### config.mk
export PLATFORM = sky130hd
export DESIGN_NAME = pfSerializer
export DESIGN_NICKNAME = d
export VERILOG_FILES = /design/src/rtl/pfPkg.sv /design/src/rtl/pfCtrl.sv /design/src/rtl/pfDatapath.sv /design/src/rtl/pfSerializer.sv
export SDC_FILE = /design/constraint.sdc
export NUM_CORES = 1
export LEC_CHECK = 0
export ABC_AREA = 1
export BUFFER_PORTS_ARGS = -buffer_cell sky130_fd_sc_hd__buf_2
export CAP_MARGIN = 10
export CORE_ASPECT_RATIO = 1.1
export CORE_MARGIN = 2
export CORE_UTILIZATION = 45
export CTS_BUF_LIST = sky130_fd_sc_hd__clkbuf_8
export CTS_CLUSTER_DIAMETER = 60
export DETAILED_ROUTE_END_ITERATION = 8
export PLACE_DENSITY = 0.66
export SYNTH_ARGS = -nofsm -noshare
export SYNTH_HDL_FRONTEND = slang
export SYNTH_SLANG_ARGS = --single-unit
### constraint.sdc
create_clock -name clk -period 4.7 [get_ports clk]
set_input_delay 0.47 -clock clk [delete_from_list [all_inputs] [get_ports clk]]
set_output_delay 0.47 -clock clk [all_outputs]
set_load 0.005 [all_outputs]
### src/rtl/pfPkg.sv
package pfPkg;
  // Defaults shared by the control and datapath modules
  localparam int NIB_W_D        = 4;
  localparam int BYTE_W_D       = 8;
  localparam int PIX_PER_BIT_D  = 4;
  localparam int X_W_D          = 8;
  localparam int STORED_BITS_D  = NIB_W_D + 2 * BYTE_W_D;
  localparam int SLOT_W         = $clog2(STORED_BITS_D);
  localparam int NUM_REGS       = 4;

  // Strobes from the position/write decoder to the datapath
  typedef struct packed {
    logic                bitStart;   // first pixel clock of a line bit
    logic                inLine;     // position lies inside the line
    logic                rightHalf;  // position lies in the right half
    logic                visible;    // visible-area flag passed through
    logic [SLOT_W-1:0]   slot;       // bit index folded into one half
    logic [NUM_REGS-1:0] loadSel;    // one-hot register load
  } pfStrobes_t;
endpackage

### src/rtl/pfCtrl.sv
module pfCtrl
  import pfPkg::*;
#(
  parameter int PIX_PER_BIT = PIX_PER_BIT_D,
  parameter int STORED_BITS = STORED_BITS_D,
  parameter int X_W         = X_W_D
) (
  input  logic           clk,
  input  logic           rstN,
  input  logic [X_W-1:0] pixX,
  input  logic           visible,
  input  logic           wrEn,
  input  logic [1:0]     wrAddr,
  output pfStrobes_t     strb
);
  localparam int LINE_BITS   = 2 * STORED_BITS;
  localparam int LINE_PIXELS = LINE_BITS * PIX_PER_BIT;

  logic [X_W-1:0] bitIdx;
  logic [X_W-1:0] slotWide;
  logic [X_W-1:0] phase;

  always_comb begin
    bitIdx   = pixX / X_W'(PIX_PER_BIT);
    phase    = pixX % X_W'(PIX_PER_BIT);
    strb.inLine    = (32'(pixX) < LINE_PIXELS);
    strb.rightHalf = (32'(bitIdx) >= STORED_BITS);
    strb.bitStart  = (phase == '0);
    strb.visible   = visible;
    slotWide = strb.rightHalf ? (bitIdx - X_W'(STORED_BITS)) : bitIdx;
    strb.slot = strb.inLine ? slotWide[SLOT_W-1:0] : '0;
  end

  // Write decode: one load line per register
  for (genvar r = 0; r < NUM_REGS; r++) begin : g_load
    assign strb.loadSel[r] = wrEn && (wrAddr == 2'(r));
  end

  AST_ONE_LOAD: assert property (@(posedge clk) disable iff (!rstN)
    $onehot0(strb.loadSel) && (wrEn == (strb.loadSel != '0)));
  AST_SLOT_RANGE: assert property (@(posedge clk) disable iff (!rstN)
    strb.inLine |-> (32'(strb.slot) < STORED_BITS));
endmodule

### src/rtl/pfDatapath.sv
module pfDatapath
  import pfPkg::*;
#(
  parameter int NIB_W       = NIB_W_D,
  parameter int BYTE_W      = BYTE_W_D,
  parameter int STORED_BITS = STORED_BITS_D
) (
  input  logic              clk,
  input  logic              rstN,
  input  pfStrobes_t        strb,
  input  logic [BYTE_W-1:0] wrData,
  output logic              pfOn
);
  localparam int MID_BASE = NIB_W;
  localparam int END_BASE = NIB_W + BYTE_W;

  logic [NIB_W-1:0]       gNib;
  logic [BYTE_W-1:0]      gMid;
  logic [BYTE_W-1:0]      gEnd;
  logic                   reflectQ;
  logic [STORED_BITS-1:0] seq;
  logic [SLOT_W-1:0]      effSlot;
  logic                   pick;
  logic                   heldBit;

  // Register file: only the upper nibble of register 0 and bit 0 of the
  // mode register are kept
  always_ff @(posedge clk) begin
    if (!rstN) begin
      gNib     <= '0;
      gMid     <= '0;
      gEnd     <= '0;
      reflectQ <= 1'b0;
    end else begin
      if (strb.loadSel[0]) gNib     <= wrData[BYTE_W-1 -: NIB_W];
      if (strb.loadSel[1]) gMid     <= wrData;
      if (strb.loadSel[2]) gEnd     <= wrData;
      if (strb.loadSel[3]) reflectQ <= wrData[0];
    end
  end

  // Assemble the 20-element display sequence
  for (genvar k = 0; k < NIB_W; k++) begin : g_nib
    assign seq[k] = gNib[k];
  end
  for (genvar k = 0; k < BYTE_W; k++) begin : g_bytes
    assign seq[MID_BASE + k] = gMid[BYTE_W-1-k];
    assign seq[END_BASE + k] = gEnd[k];
  end

  always_comb begin
    effSlot = (strb.rightHalf && reflectQ)
            ? (SLOT_W'(STORED_BITS - 1) - strb.slot) : strb.slot;
    pick = seq[effSlot];
  end

  // Capture each bit's value on its first pixel clock
  always_ff @(posedge clk) begin
    if (!rstN) begin
      heldBit <= 1'b0;
      pfOn    <= 1'b0;
    end else begin
      if (strb.bitStart && strb.inLine) heldBit <= pick;
      pfOn <= strb.visible && strb.inLine
              && ((strb.bitStart) ? pick : heldBit);
    end
  end

  AST_BLANK_DARK: assert property (@(posedge clk) disable iff (!rstN)
    !strb.visible |=> !pfOn);
  AST_PAST_LINE_DARK: assert property (@(posedge clk) disable iff (!rstN)
    !strb.inLine |=> !pfOn);
  AST_BIT_HOLD: assert property (@(posedge clk) disable iff (!rstN)
    (pfOn && !strb.bitStart && strb.visible && strb.inLine) |=> pfOn);
endmodule

### src/rtl/pfSerializer.sv
module pfSerializer
  import pfPkg::*;
#(
  parameter int NIB_W       = NIB_W_D,
  parameter int BYTE_W      = BYTE_W_D,
  parameter int PIX_PER_BIT = PIX_PER_BIT_D,
  parameter int X_W         = X_W_D
) (
  input  logic              clk,
  input  logic              rstN,
  input  logic [X_W-1:0]    pixX,
  input  logic              visible,
  input  logic              wrEn,
  input  logic [1:0]        wrAddr,
  input  logic [BYTE_W-1:0] wrData,
  output logic              pfOn
);
  localparam int STORED_BITS = NIB_W + 2 * BYTE_W;

  pfStrobes_t strb;

  pfCtrl #(
    .PIX_PER_BIT (PIX_PER_BIT),
    .STORED_BITS (STORED_BITS),
    .X_W         (X_W)
  ) u_ctrl (
    .clk     (clk),
    .rstN    (rstN),
    .pixX    (pixX),
    .visible (visible),
    .wrEn    (wrEn),
    .wrAddr  (wrAddr),
    .strb    (strb)
  );

  pfDatapath #(
    .NIB_W       (NIB_W),
    .BYTE_W      (BYTE_W),
    .STORED_BITS (STORED_BITS)
  ) u_dp (
    .clk    (clk),
    .rstN   (rstN),
    .strb   (strb),
    .wrData (wrData),
    .pfOn   (pfOn)
  );

  AST_RESET_DARK: assert property (@(posedge clk)
    !rstN |=> !pfOn);
endmodule

==> results of run 1 <==
-- power by group through the flow --
stage                     combinational [mW]  clock [mW]  sequential (mW)
after floorplan                       0.0658           0            0.213
after global placement                0.0904           0            0.214
after detailed placement              0.0931           0            0.214
after CTS                             0.0935       0.129            0.209
after global routing                   0.108       0.138            0.210
final                                 0.0933       0.126            0.209
-- synthesized netlist by cell type --
| cell | instances | area (um2) |
|---|---|---|
| a21oi_2 | 1 | 8.76 |
| nand3b_1 | 1 | 7.51 |
| nand3_1 | 29 | 145 |
| o21ai_0 | 22 | 110 |
| clkinv_1 | 1 | 3.75 |
| dfxtp_1 | 23 | 460 |
| nand2_4 | 3 | 33.8 |
| ha_1 | 3 | 37.5 |
| nor2_1 | 19 | 71.3 |
| nand2_1 | 36 | 135 |
| nor3_1 | 1 | 5.00 |
| and2_0 | 1 | 6.26 |
| a21oi_1 | 21 | 105 |
| clkbuf_1 | 4 | 15.0 |
| nand3_2 | 1 | 10.0 |
| or2_0 | 1 | 6.26 |
| nand3_4 | 1 | 17.5 |
| nor2_2 | 2 | 12.5 |
| o2111ai_1 | 1 | 8.76 |
| o21ai_2 | 1 | 8.76 |
| inv_1 | 27 | 101 |
| inv_2 | 1 | 3.75 |
| nand2_2 | 4 | 25.0 |
-- critical path: stages --
cell and delay (ns):
buf_2 0.12, inv_1 0.10, ha_1 0.17, inv_1 0.08, a21oi_2 0.22, nand2_4 0.12
nand2_1 0.08, nand2_1 0.05, nor2_2 0.19, inv_1 0.09, ha_1 0.29, or2_0 0.23
nand2_2 0.08, inv_2 0.04, nor2_2 0.07, nand2_1 0.06, nand2_1 0.06, nand3_2 0.08
a21oi_1 0.13
-- state kept, by name (all words and copies together) (netlist names) --
name           cells
u_dp.reflectQ      1
u_dp.gNib          4
u_dp.gEnd          8
u_dp.gMid          8
u_dp.pfOn          1
u_dp.heldBit       1
-- cell families after synthesis --
kind of cell / Yosys count
AND/OR/NAND/NOR: 99
AO/OA/AOI/OAI: 46
adder cells (fa/ha/maj): 3
buffers and inverters: 33
flip-flops: 23
-- metrics by stage --
stage | util [%] | instance area (um2) | setup slack (ns)
global route | 54.3 | 1520 | 1.92
floorplan | - | 1340 | 2.28
detailed placement | 52.6 | 1480 | 1.87
CTS | 54.3 | 1520 | 2.15
finish | 54.3 | 1520 | 2.15
global placement | 52.6 | 1480 | 2.06
-- routing by layer --
layer / vias to the layer above / GRT usage [%] / part of all wire [%]
li1: 713 / - / -
met1: 617 / 23.0 / 48
met2: 27 / 34.6 / 45
met3: 11 / 2.52 / 3.4
met4: 0 / 10.2 / 3.2
met5: - / 0 / 0
-- layout make-up --
cell class	instances	area (um2)	area share (%)
timing repair buffer	22	110	7.24
clock inverter	1	5.00	0.329
inverter	29	109	7.15
multi-input combinational	148	754	49.6
sequential	23	460	30.3
tap	33	41.3	2.71
clock buffer	3	41.3	2.71
-- worst max path at each step --
stage               startpoint           end  slack (ns)
floorplan              pixX[5]     u_dp.pfOn        2.28
global placement       pixX[5]     u_dp.pfOn        2.06
detailed placement     pixX[5]  u_dp.heldBit        1.87
CTS                    pixX[5]  u_dp.heldBit        2.15
global route           pixX[5]  u_dp.heldBit        1.92
finish                 pixX[5]  u_dp.heldBit        2.15
==> impl_metrics.ini, run 1 <==
[power]
power.internal_mw = 0.298
clkPwrFrac_pct = 29.3
power_frac_comb_pct = 21.8
peakVddDrop_uv = 228
p_per_area_mw_per_mm2 = 281
power.total_mw = 0.428
switching_share_pct = 30.3
power.share.sequential_pct = 48.9
power_switching_mw = 0.130
p_leak_nw = 0.706

[cells_and_area]
drive_gt1_share_pct = 17.7
fillers = 301
layout_commonest_cell = nand2_1
fin_cells = 259
syn_to_final_growth_pct = 13.6
nets = 252
mostFrequentLayoutCells = nand2_1, nand3_1, inv_1
antennaDiodeCount = 0

[hold_path]
hp-start = wrData[3]
hold_path.class = in -> reg
min_path_cells = 3
hold_end = u_dp.gMid[3]

[floorplanning]
die_x_um = 56.0
ios = 23
fp.dieH_um = 61.2
core_mm2 = 0.00280
start_util_pct = 47.8
rows = 20
die_area_mm2 = 0.00343

[routing]
routedWlPerCell_um = 11.9
drtPass1Iterations = 4
route.detailed.drc = 0
wl_um = 3070
postRouteAntennaNets = 0
vias = 1368
drt_iter0_markers = 66
via_per_inst = 5.28

[synthesis]
synthXorXnorAreaFrac_pct = 0
synth_compound_area_share_pct = 18.0
synth_mux_area_share_pct = 0
synth_fp_nets = 229
ys_seq_area_share_pct = 34.4
ys_ff_latch = 23
ys_types = 23
yosys_warnings = 0
syn-instance-count = 204
syn_area_mm2 = 0.00134
synth_top_family_by_area = simple AND/OR/NAND/NOR gates
synthAdderAreaFrac_pct = 2.80
post_synth.cell_area_avg_um2 = 6.56
synth_simple_gate_area_share_pct = 35.5

[global_routing]
overflow = 0
track_usage_pct = 19.3
grt_antenna_before_repair = 0
grt_pass1_wl_um = 5230
grt_start_max_net_pins = 24
grt_pass1_vias = 1245

[placed_design]
numPortBuffers = 22
dp_cells = 255
dpl.hpwl_um = 2370
place_congestion = 0.838

[cts]
holdBufCountCts = 0
cts_sinks = 23
cts_max_path_buffers = 2
post_cts_buffers = 0
cts_resized = 0
insertion_delay_ns = 0.27
cts_tree = yes
htreeDepth = 1
cts_made_buffers = 3
cts_root_buf = clkbuf_8
clk_pin_slew_ns = 0.09

[critical_path]
critical_path_arrival_ns = 2.75
r2r-start = u_dp.reflectQ
ff2ff_setup_slack_ns = 3.02
path_max_fanout = 7
end_kind = register
required_ns = 4.90
crit_path_start_kind = input pin
critPathKind = in -> reg
r2r_cells = 10
reg2reg_to = u_dp.heldBit

[timing]
worstMarginPinSlew_ns = 0.558
holdWs_ns = 0.436
hold_viol = 0
rsz0062_at_grt = false
min_period_over_period_pct = 54.2
tns_ns = 0
drv_slew = 0
finalClockSkew_ns = 0.00371
slew_headroom_pct = 62.7
layout_min_cycle_time_ns = 2.55
setup_viol_count_final = 0
fmax_ghz = 0.393

[status]
status = complete, no violations

[flow_run]
max-cap-violations = 0
Power figures use the tool's default switching activity.
==> run 2: changes to the inputs <==
- PLACE_DENSITY: 0.66 -> 0.69
- clock period: 4.7 -> 2.1 ns (I/O delays scaled with it)
==> impl_metrics.ini, run 2 (synthesis gave the netlist of run 1 again) <==
[status]
status = complete, no violations

[timing]
fmax_ghz = 0.519
worst_slack_ns = 0.172
drv_slew = 0
setup_viol_count_final = 0
hold_viol = 0
rsz0062_at_grt = false
worstMarginPinSlew_ns = 0.532
finalClockSkew_ns = 0.000812
min_period_over_period_pct = 91.8
tns_ns = 0
slew_headroom_pct = 64.4
layout_min_cycle_time_ns = 1.93

[critical_path]
required_ns = 2.30
critPathKind = in -> reg
reg2reg_to = u_dp.pfOn
cp_cell_sequence = buf_2 -> inv_2 -> ha_2 -> inv_2 -> a21oi_2 -> nand2_4 -> nand2_2 -> nand2_2 -> nor2_4 -> inv_2 -> ha_1 -> or2_0 -> nand2_2 -> inv_2 -> nor2_2 -> nand2_1 -> nand2_1 -> nand3_2 -> a21oi_1
cp.depth = 19
critPathMaxStageDelay_ns = 0.27
critical_path_arrival_ns = 2.13
r2r-start = u_dp.reflectQ
path_max_fanout = 4
crit_start = pixX[5]
crit_path_start_kind = input pin
cpMostUsedCell = inv_2
setup.worst_path.end = u_dp.pfOn
cp_slowest_cell = ha_1
r2r_cells = 10
end_kind = register
crit_buf_inv = 5
cp_top_family = simple AND/OR/NAND/NOR gates
ff2ff_setup_slack_ns = 0.45

[placed_design]
dp_cells = 265
dpl.hpwl_um = 2370
preCtsSetupSlack_ns = -0.0992
numPortBuffers = 22
place_congestion = 0.762

[routing]
vias = 1342
dr_wl_met3_um = 89
routedWlPerCell_um = 11.1
route.detailed.drc = 0
postRouteAntennaNets = 0
met2WireLength_um = 1410
via_per_inst = 4.99
highest_layer = met4
wl_met1_um = 1470
drtPass1Iterations = 4
wl_um = 2990
drt_iter0_markers = 42

[power]
p_leak_nw = 0.751
power.total_mw = 0.968
p_per_area_mw_per_mm2 = 602
peakVddDrop_uv = 469

[cts]
holdBufCountCts = 0
cts_tree = yes
insertion_delay_ns = 0.26
post_cts_buffers = 0
cts_max_path_buffers = 2
cts_resized = 0
clk_pin_slew_ns = 0.08
cts_made_buffers = 3
htreeDepth = 1
cts_sinks = 23
cts_root_buf = clkbuf_8

[global_routing]
grt_antenna_before_repair = 0
grt_pass1_wl_um = 5420
grt_start_max_net_pins = 24
grt_pass1_vias = 1273
overflow = 0
track_usage_pct = 19.8

[floorplanning]
ios = 23
start_util_pct = 47.8
die_area_mm2 = 0.00343
rows = 20
core_mm2 = 0.00280
fp.dieH_um = 61.2
die_x_um = 56.0

[cells_and_area]
multi_input_area_um2 = 767
syn_to_final_growth_pct = 20.1
fillers = 313
regArea_um2 = 460
mostFrequentLayoutCells = nand2_1, nand3_1, inv_1
layout_commonest_cell = nand2_1
antennaDiodeCount = 0
reg_top3 = u_dp.gEnd x8, u_dp.gMid x8, u_dp.gNib x4
drive_gt1_share_pct = 23.3
nets = 262
fin_cells = 269

[flow_run]
max-cap-violations = 0

[hold_path]
hold_path.class = in -> reg
[run 2: cell type report]
type,instances,area share (%)
tap,33,2.57
timing repair buffer,32,11.5
inverter,29,6.77
clock buffer,3,2.57
sequential,23,28.6
clock inverter,1,0.233
multi-input combinational,148,47.7
[run 2: where the power goes]
| part | switching, mW | leakage [nW] | internal (mW) |
|---|---|---|---|
| registers | 0.00997 | 0.188 | 0.458 |
| clock network | 0.140 | 0.0269 | 0.131 |
| logic | 0.136 | 0.536 | 0.0929 |
[run 2: how the worst min path moves through the flow]
stage	end	cells after the start	slack, ns	startpoint
finish	u_dp.gMid[2]	3	0.18	wrData[2]
global route	u_dp.gMid[3]	3	0.19	wrData[3]
CTS	u_dp.gMid[3]	3	0.18	wrData[3]
detailed placement	u_dp.gEnd[2]	2	0.44	u_dp.gEnd[2]
global placement	u_dp.gEnd[2]	2	0.44	u_dp.gEnd[2]
floorplan	u_dp.gMid[0]	2	0.34	wrData[0]
[run 2: stage by stage]
| stage | hold slack [ns] | cell area, um2 | utilization [%] |
|---|---|---|---|
| finish | 0.179 | 1610 | 57.4 |
| global placement | 0.436 | 1560 | 55.8 |
| floorplan | 0.345 | 1350 | - |
| global route | 0.190 | 1610 | 57.4 |
| CTS | 0.180 | 1610 | 57.4 |
| detailed placement | 0.442 | 1560 | 55.8 |
[run 2: worst min-delay path: stages]
cell    delay, ns
buf_2        0.08
nor2_1       0.04
nor2_1       0.08
[run 2: routing by layer]
layer	track usage (%)	vias to the layer above
met2	35.3	21
met3	2.73	4
li1	-	727
met1	25.5	590
met4	6.12	0
met5	0	-
==> run 3: changes to the inputs <==
- CORE_MARGIN: 2 -> not set
==> impl_metrics.ini, run 3 (synthesis gave the netlist of run 1 again) <==
[status]
status = complete, no violations

[cts]
cts_tree = yes
cts_max_path_buffers = 2
post_cts_buffers = 0
clk_pin_slew_ns = 0.08
insertion_delay_ns = 0.26
cts_made_buffers = 3
cts_root_buf = clkbuf_8
htreeDepth = 1
holdBufCountCts = 0
cts_sinks = 23
cts_resized = 0

[routing]
drtPass1Iterations = 4
route.detailed.drc = 0
via_per_inst = 5.17
routedWlPerCell_um = 11.4
highest_layer = met4
postRouteAntennaNets = 0
met2WireLength_um = 1450
drt_iter0_markers = 41
wl_um = 3090
dr_wl_met3_um = 108
vias = 1395
wl_met1_um = 1490

[global_routing]
grt_pass1_vias = 1170
track_usage_pct = 21.8
overflow = 0
grt_pass1_wl_um = 5100
grt_antenna_before_repair = 0
grt_start_max_net_pins = 24

[critical_path]
critical_path_arrival_ns = 2.11
path_max_fanout = 5
critPathKind = in -> reg
crit_path_start_kind = input pin
required_ns = 2.30
end_kind = register

[cells_and_area]
final_util_pct = 57.9
nets = 263
final_area_mm2 = 0.00162
mostFrequentLayoutCells = nand2_1, nand3_1, inv_1
syn_to_final_growth_pct = 21.2
drive_gt1_share_pct = 23.6
antennaDiodeCount = 0
reg_top3 = u_dp.gEnd x8, u_dp.gMid x8, u_dp.gNib x4
layout_commonest_cell = nand2_1

[timing]
finalClockSkew_ns = 0.00114
setup_viol_count_final = 0
min_period_over_period_pct = 91.0
fmax_ghz = 0.523
rsz0062_at_grt = false
slew_headroom_pct = 64.4
layout_min_cycle_time_ns = 1.91
worstMarginPinSlew_ns = 0.533
holdWs_ns = 0.179
drv_slew = 0
hold_viol = 0

[hold_path]
hold_path.class = in -> reg

[floorplanning]
die_x_um = 54.0
fp.dieH_um = 59.2
rows = 20
die_area_mm2 = 0.00320
core_mm2 = 0.00280
ios = 23
start_util_pct = 47.8

[placed_design]
dpl.hpwl_um = 2390
numPortBuffers = 22
place_area_mm2 = 0.00157
place_congestion = 0.811

[power]
p_leak_nw = 0.757
p_per_area_mw_per_mm2 = 600
power.total_mw = 0.973
peakVddDrop_uv = 426

[flow_run]
max-cap-violations = 0
[run 3: cell types whose count changed in the layout (fill, tap and decap cells not counted)]
cell and change:
a21oi_4 +1, a21oi_2 -1, buf_4 +1
[run 3: metrics by stage]
step,instances,setup slack (ns),TNS (ns)
finish,270,0.189,0
floorplan,204,0.00224,0
global placement,266,-0.0575,-0.111
global route,270,0.00999,0
detailed placement,266,-0.135,-0.253
CTS,270,0.135,0
[run 3: area by class of cell]
| class | count | area [um2] |
|---|---|---|
| clock buffers | 3 | 41.3 |
| well taps | 33 | 41.3 |
| fillers | 313 | 1180 |
| multi-input cells | 148 | 774 |
| clock inverters | 1 | 3.75 |
| flip-flops and latches | 23 | 460 |
| repair buffers | 33 | 193 |
| inverters | 29 | 109 |
[run 3: final timing paths]
path              depth (start not counted)          start  slack (ns)            to
setup / recovery                         19        pixX[5]        0.19  u_dp.heldBit
hold / removal                            3      wrData[1]        0.18  u_dp.gMid[1]
setup reg to reg                          9  u_dp.reflectQ        0.47  u_dp.heldBit
hold reg to reg                           2   u_dp.gEnd[0]        0.45  u_dp.gEnd[0]
[run 3: metal layers]
| layer | up-vias | track usage [%] |
|---|---|---|
| li1 | 732 | - |
| met1 | 634 | 27.7 |
| met2 | 25 | 37.0 |
| met3 | 4 | 3.85 |
| met4 | 0 | 6.59 |
| met5 | - | 0 |
[run 3: worst max-delay path, stage by stage]
cell and delay, ns:
buf_2 0.11, inv_2 0.06, ha_2 0.16, inv_2 0.05
a21oi_4 0.17, nand2_4 0.08, nand2_2 0.07, nand2_2 0.05
nor2_4 0.11, inv_2 0.04, ha_1 0.27, or2_0 0.21
nand2_2 0.08, inv_2 0.04, nor2_2 0.06, nand2_1 0.05
nand2_1 0.07, nand3_2 0.08, a21oi_1 0.13
[run 3: power breakdown]
part	internal [mW]	switching (mW)
Clock	0.131	0.139
Combinational	0.0950	0.140
Sequential	0.458	0.0102
Total	0.684	0.289
